**src/rtl/ap_pkg.sv**
```systemverilog
package ap_pkg;
  typedef enum logic [1:0] {
    SEL_NONE  = 2'd0,
    SEL_BASE  = 2'd1,
    SEL_LIMIT = 2'd2
  } ap_sel_e;
endpackage

```
**src/rtl/ap_regfile.sv**
```systemverilog
module ap_regfile #(
  parameter int          ADDR_W      = 32,
  parameter int          GRAN_W      = 16,
  parameter int          RA_W        = 21,
  parameter logic [RA_W-1:0] BASE_OFS  = 21'h10_0000,
  parameter logic [RA_W-1:0] LIMIT_OFS = 21'h10_0004,
  parameter int          RST_BASE_G  = 0,
  parameter int          RST_LIMIT_G = 'h10
) (
  input  logic                     clk,
  input  logic                     rst_n,
  input  logic                     wr_en,
  input  logic [RA_W-1:0]          reg_addr,
  input  logic [ADDR_W-1:0]        wr_data,
  output logic [ADDR_W-1:0]        rd_data,
  output logic [ADDR_W-GRAN_W-1:0] base_g,
  output logic [ADDR_W-GRAN_W-1:0] limit_g
);
  import ap_pkg::*;
  localparam int GW = ADDR_W - GRAN_W;

  ap_sel_e sel;

  always_comb begin
    if (reg_addr == BASE_OFS)       sel = SEL_BASE;
    else if (reg_addr == LIMIT_OFS) sel = SEL_LIMIT;
    else                            sel = SEL_NONE;
  end

  always_ff @(posedge clk or negedge rst_n) begin
    if (!rst_n) begin
      base_g  <= GW'(RST_BASE_G);
      limit_g <= GW'(RST_LIMIT_G);
    end else if (wr_en) begin
      if (sel == SEL_BASE)  base_g  <= wr_data[ADDR_W-1:GRAN_W];
      if (sel == SEL_LIMIT) limit_g <= wr_data[ADDR_W-1:GRAN_W];
    end
  end

  always_comb begin
    case (sel)
      SEL_BASE:  rd_data = {base_g,  {GRAN_W{1'b0}}};
      SEL_LIMIT: rd_data = {limit_g, {GRAN_W{1'b0}}};
      default:   rd_data = '0;
    endcase
  end
endmodule

```
**src/rtl/ap_window.sv**
```systemverilog
module ap_window #(
  parameter int ADDR_W = 32,
  parameter int GRAN_W = 16
) (
  input  logic [ADDR_W-1:0]        addr,
  input  logic [ADDR_W-GRAN_W-1:0] base_g,
  input  logic [ADDR_W-GRAN_W-1:0] limit_g,
  output logic                     hit
);
  localparam int GW = ADDR_W - GRAN_W;
  logic [GW-1:0] addr_g;
  logic          above_base, below_limit;

  assign addr_g      = addr[ADDR_W-1:GRAN_W];
  assign above_base  = (addr_g >= base_g);
  assign below_limit = (addr_g <  limit_g);
  // an inverted or equal pair can never satisfy both bounds at once
  assign hit         = above_base && below_limit;
endmodule

```
**src/rtl/ap_offset.sv**
```systemverilog
module ap_offset #(
  parameter int ADDR_W = 32,
  parameter int GRAN_W = 16
) (
  input  logic [ADDR_W-1:0]        addr,
  input  logic [ADDR_W-GRAN_W-1:0] base_g,
  input  logic                     hit,
  output logic [ADDR_W-1:0]        offset
);
  logic [ADDR_W-1:0] diff;
  assign diff   = addr - {base_g, {GRAN_W{1'b0}}};
  assign offset = hit ? diff : '0;
endmodule

```
**src/rtl/aperture_decoder.sv**
```systemverilog
module aperture_decoder #(
  parameter int          ADDR_W      = 32,
  parameter int          GRAN_W      = 16,
  parameter int          RA_W        = 21,
  parameter logic [RA_W-1:0] BASE_OFS  = 21'h10_0000,
  parameter logic [RA_W-1:0] LIMIT_OFS = 21'h10_0004,
  parameter int          RST_BASE_G  = 0,
  parameter int          RST_LIMIT_G = 'h10
) (
  input  logic              clk,
  input  logic              rst_n,
  input  logic              wr_en,
  input  logic [RA_W-1:0]   reg_addr,
  input  logic [ADDR_W-1:0] wr_data,
  output logic [ADDR_W-1:0] rd_data,
  input  logic [ADDR_W-1:0] addr,
  output logic              hit,
  output logic [ADDR_W-1:0] offset
);
  localparam int GW = ADDR_W - GRAN_W;

  logic [GW-1:0] base_g;
  logic [GW-1:0] limit_g;

  ap_regfile #(
    .ADDR_W(ADDR_W), .GRAN_W(GRAN_W), .RA_W(RA_W),
    .BASE_OFS(BASE_OFS), .LIMIT_OFS(LIMIT_OFS),
    .RST_BASE_G(RST_BASE_G), .RST_LIMIT_G(RST_LIMIT_G)
  ) u_regs (
    .clk(clk), .rst_n(rst_n), .wr_en(wr_en), .reg_addr(reg_addr),
    .wr_data(wr_data), .rd_data(rd_data),
    .base_g(base_g), .limit_g(limit_g)
  );

  ap_window #(.ADDR_W(ADDR_W), .GRAN_W(GRAN_W)) u_win (
    .addr(addr), .base_g(base_g), .limit_g(limit_g), .hit(hit)
  );

  ap_offset #(.ADDR_W(ADDR_W), .GRAN_W(GRAN_W)) u_ofs (
    .addr(addr), .base_g(base_g), .hit(hit), .offset(offset)
  );
endmodule

```
**config.mk**
```make
export PLATFORM = sky130hd
export DESIGN_NAME = aperture_decoder
export DESIGN_NICKNAME = d
export VERILOG_FILES = /design/src/rtl/ap_pkg.sv /design/src/rtl/ap_regfile.sv /design/src/rtl/ap_window.sv /design/src/rtl/ap_offset.sv /design/src/rtl/aperture_decoder.sv
export SDC_FILE = /design/constraint.sdc
export NUM_CORES = 1
export LEC_CHECK = 0
export ABC_CLOCK_PERIOD_IN_PS = 2300
export BUFFER_PORTS_ARGS = -buffer_cell sky130_fd_sc_hd__buf_2
export CAP_MARGIN = 15
export CORE_MARGIN = 10
export CORE_UTILIZATION = 43
export CTS_BUF_LIST = sky130_fd_sc_hd__clkbuf_8
export DETAILED_ROUTE_END_ITERATION = 12
export GPL_TIMING_DRIVEN = 0
export PLACE_DENSITY = 0.87
export SLEW_MARGIN = 20
export SYNTH_ARGS = -nofsm -noshare
export SYNTH_HDL_FRONTEND = slang
export SYNTH_SLANG_ARGS = --single-unit
export TNS_END_PERCENT = 5
```
**constraint.sdc**
```tcl
create_clock -name clk -period 2.3 [get_ports clk]
set_input_delay 0.345 -clock clk [delete_from_list [all_inputs] [get_ports clk]]
set_output_delay 0.345 -clock clk [all_outputs]
set_load 0.005 [all_outputs]
```
== Word-level counts from Yosys, hierarchy flattened ==
Cells that the tools add are included.

* Bits in latches: 0
* Bits of input ports: 88
* Bits in writable memories: 0
* Output and inout port bits: 65
* Bits in read-only memories: 0
* Word-level logic and storage cells: 16
* Bits in registers: 32
* Memories: 0

* Multiplexer cells: 4
* Div/mod/pow operators: 0
* Magnitude comparators: 2
* Reductions and logical operators: 3
* Multiply operators: 0
* $add $sub $neg: 1
* Bitwise gates (word level): 0
* Shift-type cells: 0
* Equality and inequality tests: 4

{| class="wikitable"
|+ Operator list
! cell !! number
|-
| $pmux 32 s2 || 1
|-
| $eq 21x21->1 const B || 2
|-
| $mux 32 || 1
|-
| $sub 32x32->32 || 1
|-
| $ge 16x16->1 || 1
|-
| $lt 16x16->1 || 1
|-
| $mux 2 || 2
|-
| $reduce_and 2->1 || 2
|-
| $eq 2x1->1 const B || 1
|-
| $eq 2x2->1 const B || 1
|-
| $logic_and 1x1->1 || 1
|}

== Depth between registers and ports, before layout ==
Gate-level depths: netlist of the first run.

* Word-level depth: 5
* Depth in mapped cells: 10
* Mapped depth without buffers: 9

== Cells and area by module ==
From an unflattened synthesis of the first run, not the netlist that was laid out.

* Cells, all modules: 385
* Area total of the unflattened synthesis: 3,479.6 µm²

{| class="wikitable"
|+ By module, submodules not included
! module !! times used !! sequential area each (µm²) !! area each (µm²) !! cells an instance
|-
| ap_regfile || 1 || 802.0 || 1,665.3 || 130
|-
| ap_offset || 1 || 0.0 || 1,007.2 || 150
|-
| ap_window || 1 || 0.0 || 807.0 || 105
|}

== Worst setup path before layout of the first run ==
No wires, ideal clock.

* Path type: input port to output port
* From: input port addr[16]
* To: output port offset[10]
* Required time: 1.955 ns
* Data arrival time: 2.078 ns
* Stages: 10
* Slack: -0.123 ns
* Buffers on the path: 1
* Cells stage by stage: inv_1 -> ha_1 -> fa_1 -> nor2b_1 -> o22ai_1 -> a21o_1 -> a31oi_1 -> o21a_1 -> clkbuf_1 -> and2_1

* Longest elaborated chain between the ends: 3
* Elaborated cells on any way between the ends: 4
* Those cells by class: order compare (2); mux (1); reduce/logical (1)

{| class="wikitable"
|+ RTL lines
! what !! line !! RTL
|-
| from (decl) || aperture_decoder.sv:16 || <nowiki>input logic [ADDR_W-1:0] addr,</nowiki>
|-
| $ge 16x16->1 / $lt 16x16->1 (equally long branches) || ap_window.sv:15, ap_window.sv:16 ||
|-
| $logic_and 1x1->1 * || ap_window.sv:18 || <nowiki>assign hit = above_base && below_limit;</nowiki>
|-
| $mux 32 * || ap_offset.sv:12 || <nowiki>assign offset = hit ? diff : '0;</nowiki>
|-
| to (decl) || aperture_decoder.sv:18 || <nowiki>output logic [ADDR_W-1:0] offset</nowiki>
|}

Every way passes the cells marked *; elsewhere a longest branch is shown, timed or not.

== Final worst setup path of the first run ==
* From: register u_regs.base_g[2]
* To: output port offset[31]

* Longest elaborated chain between the ends: 3
* Elaborated cells on any way between the ends: 4
* Those cells by class: add/sub (1); order compare (1); mux (1); reduce/logical (1)

{| class="wikitable"
|+ RTL lines
! what !! line !! RTL
|-
| from (decl) || ap_regfile.sv:16 || <nowiki>output logic [ADDR_W-GRAN_W-1:0] base_g,</nowiki>
|-
| from (signal assigned) || ap_regfile.sv:32 || <nowiki>base_g <= GW'(RST_BASE_G);</nowiki>
|-
| from (signal assigned) || ap_regfile.sv:35 || <nowiki>if (sel == SEL_BASE) base_g <= wr_data[ADDR_W-1:GRAN_W];</nowiki>
|-
| parallel branches: the longest is 2 deep, another holds $sub 32x32->32 || n/a ||
|-
| $mux 32 * || ap_offset.sv:12 ||
|}

Mark *: on every way between the ends.

==> results.cfg, run 1 <==
[placed_design]
place.gp.congestion = 0.8487
post-place-cells = 570
dp_hpwl_mm = 8.073
numPortBuffers = 120

[drt]
vias = 3024
ant_nets = 0
drc = 0
drt-pass1-iter-count = 4
totalWireLength_mm = 9.875
drtIter0Drc = 103
vias_per_cell = 5.152
drt-wirelength-per-cell_um = 16.82

[yosys]
synth.most_common_cell = inv_1
synthTopCellsByArea = dfrtp_1 25%, ha_1 13%, and2_1 5.5%, mux2_4 4.9%, a22o_1 4.6%
ys.flop_type = dfrtp_1
synth_common_cells = 35 x inv_1, 31 x dfrtp_1, 31 x ha_1
netlist.area_leader.share_pct = 25.33
synth_top_area_cell = dfrtp_1
synth_cells = 339
synth_seq_cells = 32
yosysSeqAreaShare_pct = 26.18
synth_edf_count = 0
ys_warn_count = 0
avgSynthCellArea_sq_um = 9.035
synth.distinct_cells = 56
synthesis.area_sq_um = 3063
async_flop_share_pct = 100.0

[cells_and_area]
regArea_sq_um = 802.0
area_growth_pct = 38.15
multi_input_area_sq_um = 2133
n_fill_cell = 564
layout-drive-gt1-share_pct = 43.99
fin_nets = 610
num_antenna_cells = 0
layout.cells.non_filler = 587

[clock_network]
clockRootBuffer = clkbuf_8
cts_hold_buf = 0
cts_tree = yes
numClockSinks = 32
cts-buffers-inserted = 5
cts_buffer_depth = 2
cts-htree-levels = 2
clk_pin_slew_ns = 0.07
clock_latency_ns = 0.28

[sta]
drv_slew = 0
hold_viol = 0
fin_crit_ns = 2.922
layout_setup_ws_ns = -0.6220
rsz0062_at_grt = true
timing.final.crit_share_pct = 127.0
tns_ns = -18.64
max_slew_margin_pct = 53.08
skew_ns = 0
clock.fmax_ghz = 0.3422
holdWs_ns = 0.09980
setup_viol = 33
worst_pin_slew_ns = 0.7037

[floorplan]
initial_core_util_pct = 44.59
die_h_um = 104.4
die_x_um = 104.4
core_area_sq_um = 6869
io_pins = 153
num_rows = 30
dieArea_sq_um = 10900

[global_route]
grt_max_degree = 33
grt_pass1_wl_mm = 15.93
antenna_found_initial = 0
grt_use_met2_pct = 31.42
grt_pass1_vias = 3225
grt_use_met3_pct = 4.399
use_met1_pct = 19.83
track_usage_pct = 17.40
busiest_layer = met2
overflow = 0

[setup_path]
cp-end-kind = primary output
arrival_ns = 2.58
r2r_start = u_regs.base_g[0]$_DFFE_PN0P_
setup.worst_path.class = flop to primary output
path_max_fanout = 5
critPathLaunchType = flop
crit_start = u_regs.base_g[2]$_DFFE_PN0P_
required_ns = 1.96

[power]
power.total_mw = 1.392
leakagePower_nw = 2.321
powerDensity_nw_per_um2 = 328.8
vdd_drop_max_mv = 0.4985

[run_status]
outcome = complete, but fails checks
violations = negative setup slack

[flow_run]
drv_cap = 0

[hold_path]
hold_path.class = primary input to async pin
==> placed cells by master, fill, tap and decap left out, drive strengths merged, types with 17 or more instances in the layout <==
cell | synthesis | layout
buf | 24 | 154
nand2 | 24 | 24
mux2 | 17 | 17
ha | 31 | 31
and2 | 27 | 27
inv | 35 | 35
dfrtp | 31 | 31
o21ai | 22 | 22
==> final timing paths <==
| check | to | slack, ns | cells past startpoint |
|---|---|---|---|
| setup / recovery | offset[31] | -0.62 | 9 |
| hold / removal | u_regs.limit_g[13]$_DFFE_PN0P_ | 0.1 | 1 |
| setup reg to reg | u_regs.base_g[0]$_DFFE_PN0P_ | 1.32 | 2 |
| hold reg to reg | u_regs.limit_g[5]$_DFFE_PN0P_ | 0.53 | 1 |
| max in group asynchronous | u_regs.limit_g[3]$_DFFE_PN0P_ | 1.74 | 1 |
| min in group clk | u_regs.base_g[4]$_DFFE_PN0P_ | 0.27 | 3 |
==> what timing repair did <==
item | in CTS | in global routing
gates cloned | 2 | 0
setup endpoints to repair | 43 | 43
buffers inserted | 7 | 1
resized for setup | 34 | 10
pin swaps | 12 | 3
==> per-stage QoR <==
stage,utilization (%),worst slack (ns),instance area (sq um)
2_1_floorplan,-,-0.1115,3133
3_3_place_gp,56.10,-0.6682,3854
3_5_place_dp,56.10,-0.6880,3854
4_1_cts,60.98,-0.6109,4189
5_1_grt,61.60,-0.7429,4232
6_report,61.60,-0.6220,4232
==> cell type report <==
type | count | area share (%)
multi-input cells | 259 | 50.41
inverters | 35 | 3.105
well taps | 96 | 2.839
clock inverters | 1 | 0.7096
flip-flops and latches | 32 | 18.95
clock buffers | 7 | 2.277
repair buffers | 130 | 16.35
plain buffers | 27 | 5.352
==> where the power goes <==
group | internal (mW) | switching [mW]
logic | 0.121 | 0.118
registers | 0.563 | 0.00000778
clock network | 0.382 | 0.207
total | 1.07 | 0.325
==> logic make-up after synthesis <==
group | after synthesis | synth area share (%)
AO/OA/AOI/OAI | 88 | 19.89
XOR/XNOR | 8 | 2.288
AND/OR/NAND/NOR | 97 | 20.18
buffers and inverters | 63 | 10.21
other | 1 | 0.1224
adder cells (fa/ha/maj) | 32 | 13.32
multiplexers | 18 | 7.802
flip-flops | 32 | 26.18
==> state kept, by name, indices dropped and copies added (netlist names) <==
| signal | flops |
|---|---|
| u_regs.limit_g | 16 |
| u_regs.base_g | 16 |
==> worst max-delay path, stage by stage (launching register included) <==
cell,delay [ns]
dfrtp_1,0.38
inv_1,0.09
ha_2,0.31
o211a_1,0.26
o31ai_4,0.08
a211oi_2,0.12
or2_1,0.25
or4_4,0.47
and4_1,0.20
buf_2,0.12
==> metal layers <==
metal  vias to the layer above  routed length (um)
met2                       116                5016
met1                      1418                4146
met5                         -                   0
met4                         0                 159
met3                        13                 552
li1                       1477                   -
Note: power is estimated with default switching activity, not from simulation.
==> run 2: changes to the inputs <==
--- a/config.mk
+++ b/config.mk
@@ -8,7 +8,7 @@
 export ABC_CLOCK_PERIOD_IN_PS = 2300
 export BUFFER_PORTS_ARGS = -buffer_cell sky130_fd_sc_hd__buf_2
 export CAP_MARGIN = 15
-export CORE_MARGIN = 10
+export CORE_MARGIN = 4
 export CORE_UTILIZATION = 43
 export CTS_BUF_LIST = sky130_fd_sc_hd__clkbuf_8
 export DETAILED_ROUTE_END_ITERATION = 12
@@ -18,4 +18,3 @@
 export SYNTH_ARGS = -nofsm -noshare
 export SYNTH_HDL_FRONTEND = slang
 export SYNTH_SLANG_ARGS = --single-unit
-export TNS_END_PERCENT = 5
==> constraint.sdc (replaced) <==
create_clock -name clk -period 2.3 [get_ports clk]
set_input_delay 0 -clock clk [delete_from_list [all_inputs] [get_ports clk]]
set_output_delay 0 -clock clk [all_outputs]
set_load 0.005 [all_outputs]
==> run 2 against run 1 <==
  * The run still ends with negative setup slack left
  * Die area decreased by 22%
  * Clock power down 21%
  * Worst setup slack better by 0.35 ns
  * Core utilization is 3.4 points higher
  * Sequential power barely moved
  * Sequential share of layout area shrank 1.0 points
  * Register-to-register slack better by 0.03 ns
  * Cell count rose by 3.6%
  * Global-route usage rose by 4.3 points
==> results.cfg, run 2 (synthesis results as in run 1) <==
[global_route]
grt_pass1_wl_mm = 14.86
overflow = 0
track_usage_pct = 21.67
antenna_found_initial = 0
grt_pass1_vias = 3210
grt_max_degree = 33

[clock_network]
numClockSinks = 32
cts-htree-levels = 2
cts-buffers-inserted = 5
cts_buffer_depth = 2
clock_latency_ns = 0.28
cts_tree = yes
clockRootBuffer = clkbuf_8
clk_pin_slew_ns = 0.06

[power]
powerDensity_nw_per_um2 = 290.7
power_frac_seq_pct = 43.4
leakagePower_nw = 2.391
p_int_uw = 972.8
total_switching_power_uw = 325.7
p_comb_share_pct = 20.9
switching_share_pct = 25.08
power_frac_clock_pct = 35.8
vdd_drop_max_mv = 0.2734
power.total_mw = 1.298

[cells_and_area]
layout_common_cells = 116 x buf_2, 32 x inv_1, 31 x dfrtp_1, 30 x buf_4, 23 x nand2_1
num_antenna_cells = 0
layout-drive-gt1-share_pct = 45.51
largestRegisters = u_regs.base_g x16, u_regs.limit_g x16
fin_nets = 632
finalInstanceArea_sq_um = 4467
final_common_cell = buf_2
area_growth_pct = 45.83
n_fill_cell = 574

[drt]
drt-pass1-iter-count = 4
drc = 0
vias = 3160
totalWireLength_mm = 9.730
ant_nets = 0
vias_per_cell = 5.197
drtIter0Drc = 107
drt-wirelength-per-cell_um = 16.00

[setup_path]
path_max_fanout = 10
worst-path-buf-inv = 3
crit_start = u_regs.limit_g[2]$_DFFE_PN0P_
r2r_slack_ns = 1.35
path_cells = inv_2, ha_4, a211o_1, a31oi_2, o31ai_2, a221oi_1, o21a_2, buf_6, and3_1, buf_2
cpLargestDelayFamily = compound AO/OA/AOI/OAI gates
cp-end-kind = primary output
slowest_delay_ns = 0.39
cpMaxStageDelayCell = dfrtp_1
arrival_ns = 2.57
r2r_start = u_regs.base_g[0]$_DFFE_PN0P_
critPathLaunchType = flop
setup.worst_path.class = flop to primary output
required_ns = 2.30

[sta]
setup_viol = 33
timing.final.crit_share_pct = 111.9
fin_crit_ns = 2.573
skew_ns = 0
hold_viol = 0
drv_slew = 0
worst_pin_slew_ns = 0.7199
clock.fmax_ghz = 0.3887
max_slew_margin_pct = 52.01
layout_setup_ws_ns = -0.2729
rsz0062_at_grt = true

[hold_path]
min_from = wr_en
hold_path.class = primary input to flop

[placed_design]
place.gp.congestion = 0.8939
numPortBuffers = 120
dpl-instance-area_sq_um = 3840
dp_hpwl_mm = 7.075

[floorplan]
num_rows = 30
initial_core_util_pct = 44.59
core_area_sq_um = 6869
dieArea_sq_um = 8538
die_x_um = 92.40
io_pins = 153
die_h_um = 92.40

[run_status]
violations = negative setup slack
outcome = complete, but fails checks

[flow_run]
drv_cap = 0
run 2: changes by cell type in the layout (fill, tap and decap cells not counted), moves of 4 or more:
cell | previous run | this run
and2_4 | 2 | 6
dlygate4sd3_1 | 0 | 17
ha_1 | 26 | 22
and2_1 | 25 | 21
buf_6 | 6 | 10
buf_4 | 26 | 30
buf_2 | 120 | 116
run 2: path summary, 6_finish.rpt:
check | endpoint | cells past startpoint
setup / recovery | offset[20] | 10
hold / removal | u_regs.limit_g[1]$_DFFE_PN0P_ | 3
setup reg to reg | u_regs.base_g[0]$_DFFE_PN0P_ | 2
hold reg to reg | u_regs.limit_g[1]$_DFFE_PN0P_ | 1
max in group asynchronous | u_regs.base_g[2]$_DFFE_PN0P_ | 2
min in group asynchronous | u_regs.limit_g[12]$_DFFE_PN0P_ | 2
run 2: power by group through the flow:
stage                     Clock (mW)  Combinational, mW  Sequential (mW)
after global routing           0.505              0.299            0.562
after detailed placement           0              0.217            0.573
after CTS                      0.476              0.260            0.563
after global placement             0              0.206            0.573
final                          0.465              0.271            0.563
after floorplan                    0              0.112            0.573
run 2: per-stage QoR:
stage	utilization, %	setup slack [ns]	cells	hold WS (ns)	setup TNS, ns
after floorplan	-	0.2267	354	-0.2956	0
after global placement	55.90	-0.1992	570	0.07786	-4.098
after detailed placement	55.90	-0.2539	570	0.08984	-6.288
after CTS	64.17	-0.2502	603	0.1467	-6.200
after global routing	65.03	-0.3974	608	0.1646	-11.09
final	65.03	-0.2729	608	0.1606	-7.173
run 2: layout make-up:
class / instances / area, sq um / area share, %
Multi-Input combinational cell: 259 / 2182 / 48.85
Sequential cell: 32 / 802.0 / 17.96
Tap cell: 96 / 120.1 / 2.689
Clock buffer: 7 / 96.34 / 2.157
Timing Repair Buffer: 153 / 938.4 / 21.01
Inverter: 35 / 131.4 / 2.941
Buffer: 26 / 196.4 / 4.398
run 2: worst reg2reg max path, stage by stage (launching register included):
cell	delay, ns
dfrtp_1	0.42
buf_4	0.16
mux2_2	0.26
run 2: repair_timing:
item                                    CTS  global route
hold buffers                             17             0
resized for setup                        47             7
endpoints found under the hold margin    63             0
endpoints found under the setup margin   33            33
setup buffers                            10             5
pin swaps                                21             6
gates cloned                              1             0
run 2: layer usage:
metal  share of wire (%)  track usage [%]  vias up
li1                    -                -     1519
met1                  39            25.71     1480
met2                  52            38.73      136
met3                 6.9            4.468       25
met4                 2.7            7.178        0
met5                   0                0        -
